<file path="src/rtl/nbad_pkg.sv">
package nbad_pkg;
  localparam int NUM_PAT = 4;
  localparam int IDX_W   = $clog2(NUM_PAT);
  localparam int BYTE_W  = 8;
  localparam int CHAR_W  = BYTE_W + 1;
  localparam int ADDR_W  = 3;

  typedef logic [BYTE_W-1:0] byte_t;

  localparam logic [ADDR_W-1:0] A_MODE = 3'd0;
  localparam logic [ADDR_W-1:0] A_CTRL = 3'd1;
  localparam logic [ADDR_W-1:0] A_STAT = 3'd2;

  // mode register fields
  localparam int M_EN      = 0;
  localparam int M_ADDR_IE = 1;
  localparam int M_HI_LSB  = 2;
  localparam int M_USED    = M_HI_LSB + NUM_PAT;

  // control register fields
  localparam int C_ENH      = 0;
  localparam int C_MATCH_IE = 1;
  localparam int C_W        = 2;

  // status / source index
  localparam int S_ADDR = 0;
  localparam int S_MATCH = 1;
  localparam int NUM_SRC = 2;
endpackage

</file>
<file path="src/rtl/nbad_regs.sv">
module nbad_regs
  import nbad_pkg::*;
(
  input  logic               clk_i,
  input  logic               rst_ni,
  input  logic               wr_en_i,
  input  logic [ADDR_W-1:0]  addr_i,
  input  byte_t              wdata_i,
  input  logic [NUM_SRC-1:0] pend_i,
  output byte_t              mode_o,
  output logic [C_W-1:0]     ctrl_o,
  output byte_t              pat_lo_o [NUM_PAT],
  output logic [NUM_SRC-1:0] clr_o,
  output byte_t              rdata_o
);
  logic [M_USED-1:0] mode_q;
  logic [C_W-1:0]    ctrl_q;

  always_ff @(posedge clk_i or negedge rst_ni) begin
    if (!rst_ni) begin
      mode_q <= '0;
      ctrl_q <= '0;
    end else if (wr_en_i) begin
      if (addr_i == A_MODE) mode_q <= wdata_i[M_USED-1:0];
      if (addr_i == A_CTRL) ctrl_q <= wdata_i[C_W-1:0];
    end
  end

  for (genvar g = 0; g < NUM_PAT; g++) begin : g_pat
    always_ff @(posedge clk_i or negedge rst_ni) begin
      if (!rst_ni) pat_lo_o[g] <= '0;
      else if (wr_en_i && addr_i[ADDR_W-1] && (addr_i[IDX_W-1:0] == IDX_W'(g)))
        pat_lo_o[g] <= wdata_i;
    end
  end

  assign mode_o = {{(BYTE_W-M_USED){1'b0}}, mode_q};
  assign ctrl_o = ctrl_q;
  assign clr_o  = (wr_en_i && addr_i == A_STAT) ? wdata_i[NUM_SRC-1:0] : '0;

  always_comb begin
    rdata_o = '0;
    if (addr_i[ADDR_W-1])         rdata_o = pat_lo_o[addr_i[IDX_W-1:0]];
    else if (addr_i == A_MODE)    rdata_o = mode_o;
    else if (addr_i == A_CTRL)    rdata_o = {{(BYTE_W-C_W){1'b0}}, ctrl_q};
    else if (addr_i == A_STAT)    rdata_o = {{(BYTE_W-NUM_SRC){1'b0}}, pend_i};
  end

  p_rsvd_zero_r2: assert property (@(posedge clk_i) disable iff (!rst_ni)
    (addr_i == A_MODE) |-> (rdata_o[BYTE_W-1:M_USED] == '0));
endmodule

</file>
<file path="src/rtl/nbad_match.sv">
module nbad_match
  import nbad_pkg::*;
(
  input  logic [CHAR_W-1:0]  char_i,
  input  byte_t              pat_lo_i [NUM_PAT],
  input  logic [NUM_PAT-1:0] pat_hi_i,
  output logic               hit_o,
  output logic [IDX_W-1:0]   idx_o
);
  logic [NUM_PAT-1:0] hit;

  for (genvar g = 0; g < NUM_PAT; g++) begin : g_cmp
    assign hit[g] = (char_i == {pat_hi_i[g], pat_lo_i[g]});
  end

  // lowest index wins: scan downward so the last assignment is the lowest hit
  always_comb begin
    idx_o = '0;
    for (int i = NUM_PAT - 1; i >= 0; i--)
      if (hit[i]) idx_o = IDX_W'(i);
  end

  assign hit_o = |hit;

  always_comb begin
    if (hit_o === 1'b1) begin
      p_lowest_hit_r7: assert (hit[idx_o] &&
        ((hit & ((NUM_PAT'(1) << idx_o) - NUM_PAT'(1))) == '0));
    end
  end
endmodule

</file>
<file path="src/rtl/nbad_pend.sv">
module nbad_pend (
  input  logic clk_i,
  input  logic rst_ni,
  input  logic set_i,
  input  logic clr_i,
  output logic pend_o
);
  always_ff @(posedge clk_i or negedge rst_ni) begin
    if (!rst_ni)     pend_o <= 1'b0;
    else if (set_i)  pend_o <= 1'b1;
    else if (clr_i)  pend_o <= 1'b0;
  end

  p_set_wins_r10: assert property (@(posedge clk_i) disable iff (!rst_ni)
    set_i |=> pend_o);
  p_hold_r11: assert property (@(posedge clk_i) disable iff (!rst_ni)
    (pend_o && !clr_i) |=> pend_o);
  p_w1c_r9: assert property (@(posedge clk_i) disable iff (!rst_ni)
    (clr_i && !set_i) |=> !pend_o);
endmodule

</file>
<file path="src/rtl/nine_bit_addr_det.sv">
module nine_bit_addr_det
  import nbad_pkg::*;
(
  input  logic              clk_i,
  input  logic              rst_ni,
  input  logic              wr_en_i,
  input  logic [2:0]        addr_i,
  input  logic [7:0]        wdata_i,
  output logic [7:0]        rdata_o,
  input  logic              rx_push_i,
  input  logic [8:0]        rx_char_i,
  output logic              addr_irq_o,
  output logic              match_irq_o,
  output logic [1:0]        match_idx_o
);
  byte_t              mode;
  logic [C_W-1:0]     ctrl;
  byte_t              pat_lo [NUM_PAT];
  logic [NUM_SRC-1:0] clr, set, pend;
  logic               hit;
  logic [IDX_W-1:0]   hit_idx, idx_q;
  logic               match_on;

  nbad_regs u_regs (
    .clk_i, .rst_ni, .wr_en_i, .addr_i, .wdata_i,
    .pend_i   (pend),
    .mode_o   (mode),
    .ctrl_o   (ctrl),
    .pat_lo_o (pat_lo),
    .clr_o    (clr),
    .rdata_o
  );

  nbad_match u_match (
    .char_i   (rx_char_i),
    .pat_lo_i (pat_lo),
    .pat_hi_i (mode[M_HI_LSB +: NUM_PAT]),
    .hit_o    (hit),
    .idx_o    (hit_idx)
  );

  assign match_on       = mode[M_EN] && ctrl[C_ENH] && ctrl[C_MATCH_IE];
  assign set[S_ADDR]    = rx_push_i && mode[M_EN] && mode[M_ADDR_IE] && rx_char_i[CHAR_W-1];
  assign set[S_MATCH]   = rx_push_i && match_on && hit;

  for (genvar s = 0; s < NUM_SRC; s++) begin : g_src
    nbad_pend u_pend (
      .clk_i, .rst_ni,
      .set_i  (set[s]),
      .clr_i  (clr[s]),
      .pend_o (pend[s])
    );
  end

  always_ff @(posedge clk_i or negedge rst_ni) begin
    if (!rst_ni)            idx_q <= '0;
    else if (set[S_MATCH])  idx_q <= hit_idx;
  end

  assign addr_irq_o  = pend[S_ADDR];
  assign match_irq_o = pend[S_MATCH];
  assign match_idx_o = idx_q;

  p_addr_src_r3: assert property (@(posedge clk_i) disable iff (!rst_ni)
    $rose(addr_irq_o) |-> $past(mode[M_EN] && rx_push_i && rx_char_i[CHAR_W-1]));
  p_match_gate_r5: assert property (@(posedge clk_i) disable iff (!rst_ni)
    $rose(match_irq_o) |-> $past(mode[M_EN] && ctrl == 2'b11 && rx_push_i));
  p_idx_stable_r8: assert property (@(posedge clk_i) disable iff (!rst_ni)
    !rx_push_i |=> $stable(match_idx_o));
endmodule

</file>
<file path="config.mk">
export PLATFORM = sky130hd
export DESIGN_NAME = nine_bit_addr_det
export DESIGN_NICKNAME = d
export VERILOG_FILES = /design/src/rtl/nbad_pkg.sv /design/src/rtl/nbad_regs.sv /design/src/rtl/nbad_match.sv /design/src/rtl/nbad_pend.sv /design/src/rtl/nine_bit_addr_det.sv
export SDC_FILE = /design/constraint.sdc
export NUM_CORES = 1
export LEC_CHECK = 0
export ABC_AREA = 1
export BUFFER_PORTS_ARGS = -buffer_cell sky130_fd_sc_hd__buf_4
export CELL_PAD_IN_SITES_DETAIL_PLACEMENT = 1
export CELL_PAD_IN_SITES_GLOBAL_PLACEMENT = 2
export CORE_MARGIN = 2
export CORE_UTILIZATION = 35
export CTS_CLUSTER_DIAMETER = 40
export DETAILED_ROUTE_END_ITERATION = 7
export PLACE_DENSITY = 0.84
export REMOVE_ABC_BUFFERS = 1
export SLEW_MARGIN = 20
export SYNTH_ARGS = -nofsm -noshare
export SYNTH_HDL_FRONTEND = slang
export SYNTH_SLANG_ARGS = --single-unit
</file>
<file path="constraint.sdc">
create_clock -name clk_i -period 2.7 [get_ports clk_i]
set_input_delay 0.54 -clock clk_i [delete_from_list [all_inputs] [get_ports clk_i]]
set_output_delay 0.54 -clock clk_i [all_outputs]
set_load 0.03 [all_outputs]
</file>
## Word-level counts from Yosys, hierarchy flattened

Index checks and enable logic that the tools add are counted.

| storage, ports and cells | value |
|---|---|
| output and inout port bits | 12 |
| bits of input ports | 24 |
| logic and storage cells | 56 |
| register bits after elaboration | 44 |

| operators by class | value |
|---|---|
| reduce and logical (&&, ||, !) cells | 20 |
| equality and inequality tests | 9 |
| bitwise logic cells | 1 |
| muxes and demuxes | 16 |
| magnitude comparators | 1 |

Operator list:

| operator | count |
|---|---|
| two-way mux 8 bit | 5 |
| == test 9 bit | 4 |
| binary-select mux 8 bit (select 2 bit) | 1 |
| logical AND 1 bit | 13 |
| two-way mux 2 bit | 6 |
| == test 2 bit (second input constant) | 2 |
| two-way mux 1 bit | 4 |
| AND reduction 2 bit | 2 |
| nonzero test 2 bit | 2 |
| OR reduction 4 bit | 1 |
| == test 3 x 1 -> 1 bit (second input constant) | 1 |
| == test 3 x 2 -> 1 bit (second input constant) | 1 |
| >= comparator 3 bit (second input constant) | 1 |
| logical NOT 3 bit | 1 |
| NOT 2 -> 3 bit | 1 |
| == test 2 x 1 -> 1 bit (second input constant) | 1 |
| logical NOT 2 bit | 1 |

## Longest topological paths before layout

Gate-level depths: netlist (run 1).

| depth | value |
|---|---|
| depth in word-level cells | 5 |
| depth in mapped cells | 13 |
| mapped depth without buffers | 12 |

## Modules after synthesis

Synthesis (run 1) repeated with hierarchy kept, for this count alone.

| unflattened totals | value |
|---|---|
| cells, all modules | 419 |
| area total of the unflattened synthesis | 2996.6 um^2 |

Modules (own cells, without submodules):

| module | times used | area each (um^2) | seq. area each (um^2) | cells each |
|---|---|---|---|---|
| nbad_regs | 1 | 2137.0 | 1001.0 | 260 |
| nbad_match | 1 | 644.4 | 0.0 | 130 |
| nine_bit_addr_det | 1 | 135.1 | 50.0 | 19 |
| nbad_pend | 2 | 40.0 | 25.0 | 5 |

## Least setup slack after synthesis (run 1)

OpenSTA, ideal clock, no wires.

| timing | value |
|---|---|
| path kind | input to output |
| start | input port addr_i[2] |
| end | output port rdata_o[3] |
| path slack | 0.598 ns |
| data arrival time | 1.562 ns |
| stages | 4 |
| data required time | 2.160 ns |
| path through | buf_4 inv_2 nand2_2 o21ai_0 |

| between the ends | value |
|---|---|
| cells in the longest elaborated chain, start to end | 3 |

RTL lines:

| what | line | text |
|---|---|---|
| start, declared | nine_bit_addr_det.sv:7 | `input logic [2:0] addr_i,` |
| logical NOT 3 bit | nbad_regs.sv:44 | `else if (addr_i == A_MODE) rdata_o = mode_o;` |
| two-way mux 8 bit | nbad_regs.sv:44 |  |
| two-way mux 8 bit (*) | nbad_regs.sv:43 | `if (addr_i[ADDR_W-1]) rdata_o = pat_lo_o[addr_i[IDX_W-1:0]];` |
| end, declared | nine_bit_addr_det.sv:9 | `output logic [7:0] rdata_o,` |

Every way passes the cells marked *; elsewhere a longest branch is shown, timed or not.

## Worst setup path after layout (run 1)

| timing | value |
|---|---|
| start | input port addr_i[0] |
| end | output port rdata_o[0] |

| between the ends | value |
|---|---|
| cells in the longest elaborated chain, start to end | 5 |

RTL lines:

| what | line |
|---|---|
| == test 3 x 2 -> 1 bit or NOT 2 -> 3 bit (tied branches) | nbad_regs.sv:46, nbad_regs.sv:43 |
| two-way mux 2 bit or binary-select mux 8 bit (select 2 bit) (tied branches) | nbad_regs.sv:46, nbad_regs.sv:43 |
| two-way mux 8 bit, on equally long branches | nbad_regs.sv:45, nbad_regs.sv:43 |
| two-way mux 8 bit, on equally long branches | nbad_regs.sv:44, nbad_regs.sv:43 |
| two-way mux 8 bit (*) | nbad_regs.sv:43 |

Every way passes the cells marked *; elsewhere a longest branch is shown, timed or not. The select of a mux whose other input is x is not followed.

==> out/qor.txt, run 1 <==
DRC marker count from the first detailed-route iteration: 79
Overflow left after global routing: 0
Worst-margin pin slew: 619 ps
CTS resizes: 0
Cts bufs inserted: 5
Top post-synthesis cells by count: sky130_fd_sc_hd__nand2_1 (121), sky130_fd_sc_hd__dfrtp_1 (44), sky130_fd_sc_hd__o21ai_0 (36)
Worst hold-check slack: 230 ps
Initial standard-cell utilization of the core: 35.9%
Setup-violating endpoint count in the final report: 0
RSZ-0062 raised after global routing: no
Top flip-flop cell by instance count after synthesis: sky130_fd_sc_hd__dfrtp_1
Vias in the first global route: 2417
Slowest library cell on the worst path: sky130_fd_sc_hd__buf_4
Max Slew Vio Count: 0
Leading cell type by number of instances after synthesis: sky130_fd_sc_hd__nand2_1
CTS hold repair buffers: 0
Number of DRC violations after detailed routing: 0
Area Growth Syn to Fin: 14.5%
Layout fillers: 897
Critical path cell sequence: buf_4 > inv_2 > nor2_2 > buf_4 > a22oi_1 > o221ai_1 > nand2_1 > nand4_1 > buf_4
Synthesized area per cell: 7.47 µm²
Share of the synthesized area in the top cell type: 42.7%
Total via count in the routed design: 2276
Via density per instance: 4.83
Reg2Reg Capture Point: match_idx_o[0]
DR WL/cell: 15.6 µm
Startpoint Class: input port
Max IR drop VDD: 0.000278 V
First-pass DRT Iterations: 4
Root Buffer Master: sky130_fd_sc_hd__clkbuf_8
Tightest slew margin relative to the limit: 58.6%
Number of core rows: 31
Arrival time of the worst setup path: 1630 ps
Static leakage power: 0.00144 µW
Netlist Area Pre-Place: 2580 µm²
# clock sinks: 44
Last element of the critical path: rdata_o[0]
Critical Path Max Stage Delay: 190 ps
Highest fanout seen on the critical path: 12
Final estimated routing congestion in global placement: 0.736
I/O pin count: 36
Class of the worst hold path: input port to async pin
Clock Path Buffers: 2
Required time reported for the critical path endpoint: 2160 ps
Outcome: finished clean
Crit path top cell by count: sky130_fd_sc_hd__buf_4
# Max-Cap Violations: 0
Die Ht: 89.8 µm
Peak Freq: 0.461 GHz
Setup slack, reg-to-reg: 1330 ps
Proportion of synthesized flip-flops having asynchronous set or reset: 100%
Clk pin slew, worst setup/hold paths: 90 ps
Total wire length after detailed routing: 7350 µm
Number of diodes: 0
Power per Cell Area: 617 nW/µm²
Class of the most critical setup path: input port to output pin
Level count of the clock H-tree: 2
Syn Inst Count: 345
Critical path launch point: addr_i[0]
Seq cells post-synth: 44
Dpl hpwl: 5320 µm
Accumulated negative setup slack: 0 ps
Number of enable-type register cells in the synthesized netlist: 0
Post-CTS setup buffer count: 0
Core Footprint: 7180 µm²
Antenna Violating Nets Remaining: 0
Yosys top cell by area: sky130_fd_sc_hd__dfrtp_1
Leading cell types by total area after synthesis: sky130_fd_sc_hd__dfrtp_1 (43%), sky130_fd_sc_hd__nand2_1 (18%), sky130_fd_sc_hd__xnor2_1 (8.5%)
Reg-to-Reg Start: u_regs.pat_lo_o[12]
Clock tree from TritonCTS: yes
Sequential fraction of the synthesis area: 42.7%
Number of antenna violations at the first check in global routing: 0
First-pass GRT wire length: 12200 µm
Depth of the worst register-to-register path: 8
Hold violation total from the final report: 0
Post-layout min period: 2170 ps
Die area: 8070 µm²
Port Buf Inserts: 35
Clock Skew: 8.09 ps
Critical path endpoint category: output pin
Post-synth cell types: 23
Number of warnings printed during yosys synthesis: 0
Skew-Pair Late Insertion Delay: 300 ps
Share of layout cells above drive strength 1: 17.5%
Aggregate global-route resource usage: 19.1%
Chip width: 89.8 µm
Final worst path period share: 80.4%
Pin count of the biggest net entering global routing: 45
Count of nets after finishing: 396
## kinds of logic (layout without fill, tap and decap cells)
family | after synthesis | in the layout | share of synthesized area (%)
compound gates | 60 | 60 | 13.4
xor+xnor | 25 | 25 | 8.50
buf+inv | 55 | 82 | 9.47
flops | 44 | 44 | 42.7
simple gates | 161 | 161 | 25.9
## worst min path at each step
stage                                 from  slack (ps)                      to  depth (start not counted)
after global routing                rst_ni         270          match_idx_o[1]                          1
final                               rst_ni         230          match_idx_o[1]                          1
after CTS                           rst_ni         260          match_idx_o[1]                          1
after global placement      match_idx_o[0]         500          match_idx_o[0]                          2
after floorplan                     rst_ni         240  g_src[0].u_pend.pend_o                          0
after detailed placement  u_regs.ctrl_o[0]         500        u_regs.ctrl_o[0]                          2
## layer usage
metal / up-vias / track usage (%) / part of all wire, %
li1: 1138 / - / -
met1: 1092 / 25.2 / 48
met2: 36 / 32.7 / 47
met3: 10 / 3.35 / 3.5
met4: 0 / 4.62 / 1.3
met5: - / 0 / 0
## critical path, delay by kind of cell
family | cells | cell delay [ps]
AOI/OAI and AO/OA | 2 | 310
buffers and inverters | 4 | 560
and+or+nand+nor | 3 | 220
## where the power goes
part	switching, µW	internal [µW]	leakage [µW]
clock	225	176	0.0000410
sequential	107	780	0.000549
combinational	311	221	0.000846
total	644	1180	0.00144
## layout by cell type (no fill, tap or decap), drive strengths merged
master,n
clkbuf,6
nor2,18
a21oi,1
a22oi,2
nand4,2
a22o,2
nand3,13
o2111ai,4
o221ai,1
xnor2,25
inv,39
o21ai,47
o211ai,1
nand2,128
clkinv,1
a221oi,2
buf,36
dfrtp,44
## stage by stage
| step | power (µW) | cell area [µm²] | setup WS (ps) | std cells | util (%) |
|---|---|---|---|---|---|
| final | 1820 | 2950 | 530 | 471 | 41.1 |
| after CTS | 1840 | 2950 | 521 | 471 | 41.1 |
| after floorplan | 1230 | 2480 | 665 | 329 | - |
| after detailed placement | 1440 | 2870 | 520 | 464 | 40.1 |
| after global placement | 1420 | 2870 | 507 | 464 | 40.1 |
| after global routing | 1940 | 2950 | 422 | 471 | 41.1 |
## layout make-up
class / count / area, µm² / area share [%]
Clock buffer: 6 / 72.6 / 2.46
Sequential cell: 44 / 1100 / 37.3
Timing Repair Buffer: 36 / 270 / 9.16
Inverter: 39 / 146 / 4.96
Tap cell: 99 / 124 / 4.20
Multi-Input combinational cell: 246 / 1230 / 41.8
Clock inverter: 1 / 5.00 / 0.170
## flip-flops by register name, summed over array words and instances, names as in the netlist
register / cells
u_regs.pat_lo_o: 32
u_regs.mode_q: 6
g_src.u_pend.pend_o: 2
match_idx_o: 2
u_regs.ctrl_o: 2
Note: power is estimated with default switching activity, not from simulation.
==> run 2: changes to the inputs <==
CORE_UTILIZATION = 29   (was 35)
PLACE_DENSITY = 0.74   (was 0.84)
clock period = 1.8 ns   (was 2.7 ns; I/O delays follow)
==> run 2 against run 1 <==
  * Cell area increased by 5.7%
  * Count of clock-buffer cells in the layout grew 2
  * Wire length rose by 6.8%
  * Largest cell class unchanged
  * Clock skew fell by 4.9 ps
  * Global-route usage decreased by 2.1 points
  * Die area rose by 20%
  * Setup slack got worse by 440 ps
  * Power increased by 57%
  * Critical path depth stayed put
  * Largest power group unchanged
  * Sequential share of layout area is 2.0 points lower
  * First-iteration DRC count up 28%
==> out/qor.txt, run 2 (synthesis results as in run 1) <==
Outcome: finished clean
Startpoint Class: input port
Max IR drop VDD: 0.000319 V (+15%)
Required time reported for the critical path endpoint: 1440 ps (-720 ps)
Area Growth Syn to Fin: 21.0%
Critical Path Max Stage Delay: 160 ps (-30 ps)
Largest registers: u_regs.pat_lo_o x32, u_regs.mode_q x6
Critical path launch point: addr_i[0]
Port Buf Inserts: 35 (unchanged)
Arrival time of the worst setup path: 1350 ps (-280 ps)
First-pass DRT Iterations: 4 (unchanged)
DRC marker count from the first detailed-route iteration: 101 (+28%)
Number of antenna violations at the first check in global routing: 0 (unchanged)
Skew-Pair Late Insertion Delay: 290 ps (about the same)
Most common cell after layout, fill and taps aside: sky130_fd_sc_hd__nand2_1
Count of nets after finishing: 407 (+2.8%)
Total via count in the routed design: 2342 (+2.9%)
Final estimated routing congestion in global placement: 0.754 (+2.5%)
Accumulated negative setup slack: 0 ps (unchanged)
Hold violation total from the final report: 0 (unchanged)
Crit path max-delay family: buffers and inverters
Root Buffer Master: sky130_fd_sc_hd__clkbuf_8
Number of DRC violations after detailed routing: 0 (unchanged)
Number of buffers and inverters on the critical path: 4 (unchanged)
Clk pin slew, worst setup/hold paths: 90 ps (about the same)
Max Slew Vio Count: 0 (unchanged)
Dpl hpwl: 5800 µm (+9.0%)
Number of diodes: 0 (unchanged)
Clock tree from TritonCTS: yes
Layout fillers: 1119 (+25%)
Clock Path Buffers: 2 (unchanged)
Class of the worst hold path: input port to async pin
Peak Freq: 0.586 GHz
Setup-violating endpoint count in the final report: 0 (unchanged)
Cts bufs inserted: 5 (unchanged)
RSZ-0062 raised after global routing: yes
Critical path cell sequence: buf_4 > inv_4 > nor2_2 > buf_12 > a22oi_2 > o221ai_2 > nand2_1 > nand4_1 > buf_6
Critical path endpoint category: output pin
Pin count of the biggest net entering global routing: 45 (unchanged)
Static leakage power: 0.00151 µW (+4.9%)
Power per Cell Area: 916 nW/µm² (+48%)
Tightest slew margin relative to the limit: 59.4% (+0.76 points)
Area occupied by multi-input gates: 1260 µm² (+1.9%)
First-pass GRT wire length: 12900 µm (+5.3%)
Number of core rows: 34 (+9.7%)
Core Footprint: 8680 µm² (+21%)
Total wire length after detailed routing: 7850 µm (+6.8%)
Class of the most critical setup path: input port to output pin
Via density per instance: 4.76 (-1.5%)
Reg-to-Reg Start: u_regs.pat_lo_o[25]
Antenna Violating Nets Remaining: 0 (unchanged)
# Max-Cap Violations: 0 (unchanged)
Slowest library cell on the worst path: sky130_fd_sc_hd__buf_6
Initial standard-cell utilization of the core: 29.7% (-6.2 points)
Clock Skew: 3.18 ps (-4.91 ps)
# clock sinks: 44 (unchanged)
Chip width: 98.3 µm (+9.4%)
Overflow left after global routing: 0 (unchanged)
Share of layout cells above drive strength 1: 21.4% (+3.9 points)
I/O pin count: 36 (unchanged)
Worst-margin pin slew: 609 ps (-9.87 ps)
Largest register FFs: 32 (unchanged)
Final worst path period share: 94.8%
Post-layout min period: 1710 ps
Level count of the clock H-tree: 2 (unchanged)
Post-Route Utilization: 35.9% (-5.2 points)
Storage cell area: 1100 µm² (unchanged)
Die Ht: 98.3 µm (+9.4%)
Most flops, register: u_regs.pat_lo_o
Vias in the first global route: 2459 (+1.7%)
Highest fanout seen on the critical path: 12 (unchanged)
Aggregate global-route resource usage: 17.0% (-2.1 points)
Die area: 9660 µm² (+20%)
Depth of the worst register-to-register path: 10 (+2)
Commonest non-fill, non-tap cells in the layout: sky130_fd_sc_hd__nand2_1 (120), sky130_fd_sc_hd__dfrtp_1 (44), sky130_fd_sc_hd__buf_4 (43)
DR WL/cell: 15.9 µm (+2.3%)
Logic depth of the worst setup path including buffers: 9 (unchanged)
run 2: final timing paths:
| kind | to | slack, ps |
|---|---|---|
| setup / recovery | rdata_o[0] | 90 |
| hold / removal | u_regs.pat_lo_o[30] | 60 |
| setup reg to reg | match_idx_o[0] | 370 |
| hold reg to reg | u_regs.mode_q[5] | 530 |
| max in group asynchronous | u_regs.mode_q[0] | 1320 |
| min in group clk_i | u_regs.pat_lo_o[6] | 270 |
run 2: final cells by class:
class                           instances  share of cell area [%]
Multi-Input combinational cell        246                    40.3
Timing Repair Buffer                   47                    12.4
Clock buffer                            8                    2.89
Tap cell                              108                    4.33
Sequential cell                        44                    35.3
Inverter                               39                    4.85
run 2: timing repair:
| item | 4_1_cts | 5_1_grt |
|---|---|---|
| setup endpoints to repair | 1 | 5 |
| setup buffers | 1 | 3 |
| resized for setup | 0 | 12 |
| hold endpoints to repair | 0 | 0 |
| pin swaps | 0 | 3 |
| hold buffers | 0 | 0 |
run 2: worst reg2reg max path: stages (launching register included):
cell                      delay [ps]
sky130_fd_sc_hd__dfrtp_1         410
sky130_fd_sc_hd__buf_4           140
sky130_fd_sc_hd__xnor2_1         150
sky130_fd_sc_hd__nand3_1         100
sky130_fd_sc_hd__nor2_1          100
sky130_fd_sc_hd__nand2_1          80
sky130_fd_sc_hd__nand2_1         100
sky130_fd_sc_hd__nand2_1         110
sky130_fd_sc_hd__nand2_1          80
sky130_fd_sc_hd__nand2_1          60
sky130_fd_sc_hd__nand2_1          60
run 2: metal layers:
metal	up-vias	track usage, %	wire (µm)
met1	1139	22.7	3730
met3	8	3.08	283
met2	35	28.3	3740
met5	-	0	0
li1	1160	-	-
met4	0	4.85	95
run 2: stage by stage:
step           std cells  power [µW]  instance area [µm²]  setup WS [ps]  hold WS [ps]
6_report             492        2860                 3120           92.9          63.8
3_3_place_gp         480        2160                 2960           35.3           419
4_1_cts              489        2860                 3060           11.1          89.2
2_1_floorplan        329        1850                 2480            125          64.4
3_5_place_dp         480        2190                 2960           25.8           415
5_1_grt              492        3050                 3120          -25.1           112
run 2: power by group:
part	switching (µW)	internal (µW)
Combinational	489	375
Sequential	164	1170
Clock	344	314
Total	997	1860
==> run 3: changes to the inputs <==
CAP_MARGIN = 25   (was not set)
CORE_UTILIZATION = 33   (was 29)
PLACE_DENSITY = 0.8   (was 0.74)
clock period = 1.6 ns   (was 1.8 ns; I/O delays follow)
==> run 3 against run 2 <==
  * The run now ends with setup timing left
  * Flip-flop and latch count stayed put
  * Cell area is 8.5% higher
  * Combinational power is 39% higher
  * Power is 18% higher
  * Sequential share of layout area is 2.7 points lower
  * Final cell count is 3.0% higher
  * Clock power is 2% higher
  * Register-to-register slack worse by 250 ps
==> out/qor.txt, run 3 (synthesis results as in run 1) <==
Storage cell area: 1100 µm² (+0.11%)
Overflow left after global routing: 0 (unchanged)
CTS hold repair buffers: 0 (unchanged)
Number of diodes: 0 (unchanged)
Highest fanout seen on the critical path: 2 (-10)
Max Slew Vio Count: 0 (unchanged)
Core Footprint: 7650 µm² (-12%)
Share of layout cells above drive strength 1: 29.6% (+8.3 points)
Port Buf Inserts: 35 (unchanged)
Total wire length after detailed routing: 8070 µm (+2.9%)
Post-Route Utilization: 44.3% (+8.3 points)
Vias in the first global route: 2568 (+4.4%)
Total via count in the routed design: 2458 (+5.0%)
Final estimated routing congestion in global placement: 0.859 (+14%)
Required time reported for the critical path endpoint: 1280 ps (-160 ps)
Final Instance Area: 3380 µm² (+8.5%)
Final worst path period share: 104%
Depth of the worst register-to-register path: 9 (-1)
Class of the worst hold path: input port to async pin
Clk pin slew, worst setup/hold paths: 80 ps (about the same)
Pin count of the biggest net entering global routing: 45 (unchanged)
DRC marker count from the first detailed-route iteration: 54 (-47%)
Class of the most critical setup path: register to output pin
Worst-margin pin slew: 588 ps (-21.3 ps)
DR WL/cell: 15.9 µm (-0.16%)
Level count of the clock H-tree: 2 (unchanged)
Antenna Violating Nets Remaining: 0 (unchanged)
Area Growth Syn to Fin: 31.3%
Tightest slew margin relative to the limit: 60.8% (+1.4 points)
Clock Path Buffers: 2 (unchanged)
Via density per instance: 4.85 (+1.8%)
Most flops, register: u_regs.pat_lo_o
Startpoint Class: register
Skew-Pair Late Insertion Delay: 290 ps (about the same)
Die Ht: 92.4 µm (-6.0%)
Most common cell after layout, fill and taps aside: sky130_fd_sc_hd__nand2_1
Chip width: 92.4 µm (-6.0%)
Area occupied by multi-input gates: 1320 µm² (+4.8%)
Largest register FFs: 32 (unchanged)
Outcome: finished, violations left
Number of DRC violations after detailed routing: 0 (unchanged)
Initial standard-cell utilization of the core: 33.7% (+4.0 points)
Layout fillers: 958 (-14%)
Number of antenna violations at the first check in global routing: 0 (unchanged)
First-pass GRT wire length: 13400 µm (+4.2%)
Critical path endpoint category: output pin
Root Buffer Master: sky130_fd_sc_hd__clkbuf_8
Setup-violating endpoint count in the final report: 3 (+3)
Power per Cell Area: 993 nW/µm² (+8.4%)
Max IR drop VDD: 0.000372 V (+17%)
Arrival time of the worst setup path: 1350 ps (about the same)
Setup Slack @ Placement: -94.5 ps (-120 ps)
# Max-Cap Violations: 0 (unchanged)
Die area: 8530 µm² (-12%)
Post-layout min period: 1670 ps
First-pass DRT Iterations: 4 (unchanged)
Worst setup slack after layout: -69.8 ps (-163 ps)
Violated checks: setup timing
Total Power Consumption: 3360 µW (+18%)
Aggregate global-route resource usage: 20.3% (+3.3 points)
Hold violation total from the final report: 0 (unchanged)
Cts bufs inserted: 5 (unchanged)
Largest registers: u_regs.pat_lo_o x32, u_regs.mode_q x6
Number of core rows: 32 (-5.9%)
Clock Skew: 6.22 ps (+3.04 ps)
Placed inst area: 3020 µm² (+1.9%)
RSZ-0062 raised after global routing: yes
Clock tree from TritonCTS: yes
Worst hold-check slack: 18.3 ps (-45.5 ps)
Dpl hpwl: 5840 µm (+0.57%)
Static leakage power: 0.00165 µW (+9.8%)
Commonest non-fill, non-tap cells in the layout: sky130_fd_sc_hd__nand2_1 (116), sky130_fd_sc_hd__buf_4 (57), sky130_fd_sc_hd__dfrtp_1 (43)
Peak Freq: 0.599 GHz
Count of nets after finishing: 429 (+5.4%)
I/O pin count: 36 (unchanged)
# clock sinks: 44 (unchanged)
run 3: per-layer routing:
metal | global-route usage [%] | vias up | part of all wire [%] | routed length, µm
li1 | - | 1207 | - | -
met1 | 27.4 | 1203 | 47 | 3820
met2 | 34.6 | 42 | 49 | 3940
met3 | 2.93 | 6 | 3.1 | 253
met4 | 4.60 | 0 | 0.84 | 68
met5 | 0 | - | 0 | 0
run 3: critical path, stage by stage, from the launching register on:
cell and delay [ps]:
sky130_fd_sc_hd__dfrtp_1 400, sky130_fd_sc_hd__a22oi_2 180, sky130_fd_sc_hd__o221ai_2 120, sky130_fd_sc_hd__nand2_1 90
sky130_fd_sc_hd__nand4_1 110, sky130_fd_sc_hd__buf_6 160
run 3: report_power, final:
| group | leakage (µW) | internal [µW] | switching, µW |
|---|---|---|---|
| registers | 0.000548 | 1320 | 177 |
| clock network | 0.0000410 | 298 | 371 |
| logic | 0.00107 | 567 | 631 |
| total | 0.00165 | 2180 | 1180 |
run 3: final cells by class:
class	count	share of cell area [%]
multi-input combinational	246	38.9
sequential	44	32.6
timing repair buffer	69	17.8
inverter	39	4.69
tap	102	3.77
clock buffer	6	2.14
clock inverter	1	0.148
run 3: worst paths after layout:
check	startpoint	endpoint	slack (ps)
worst min-delay path	rst_ni	u_regs.pat_lo_o[9]	20
worst max register to register	u_regs.pat_lo_o[13]	match_idx_o[0]	120
worst min register to register	u_regs.ctrl_o[0]	u_regs.ctrl_o[0]	520
max in group asynchronous	rst_ni	u_regs.pat_lo_o[11]	1140
min in group clk_i	wdata_i[7]	u_regs.pat_lo_o[7]	240
worst max-delay path	u_regs.pat_lo_o[24]	rdata_o[0]	-70
run 3: timing repair:
| action | in CTS | in global routing |
|---|---|---|
| setup endpoints to repair | 8 | 9 |
| pin swaps | 6 | 25 |
| cloned | 0 | 0 |
| hold endpoints to repair | 0 | 0 |
| resized for setup | 21 | 22 |
| setup buffers | 12 | 10 |
run 3: stage by stage:
step                instances  TNS [ps]
detailed placement        479      -307
global placement          479      -217
CTS                       498      -256
finish                    507      -145
global route              507      -583
floorplan                 329         0
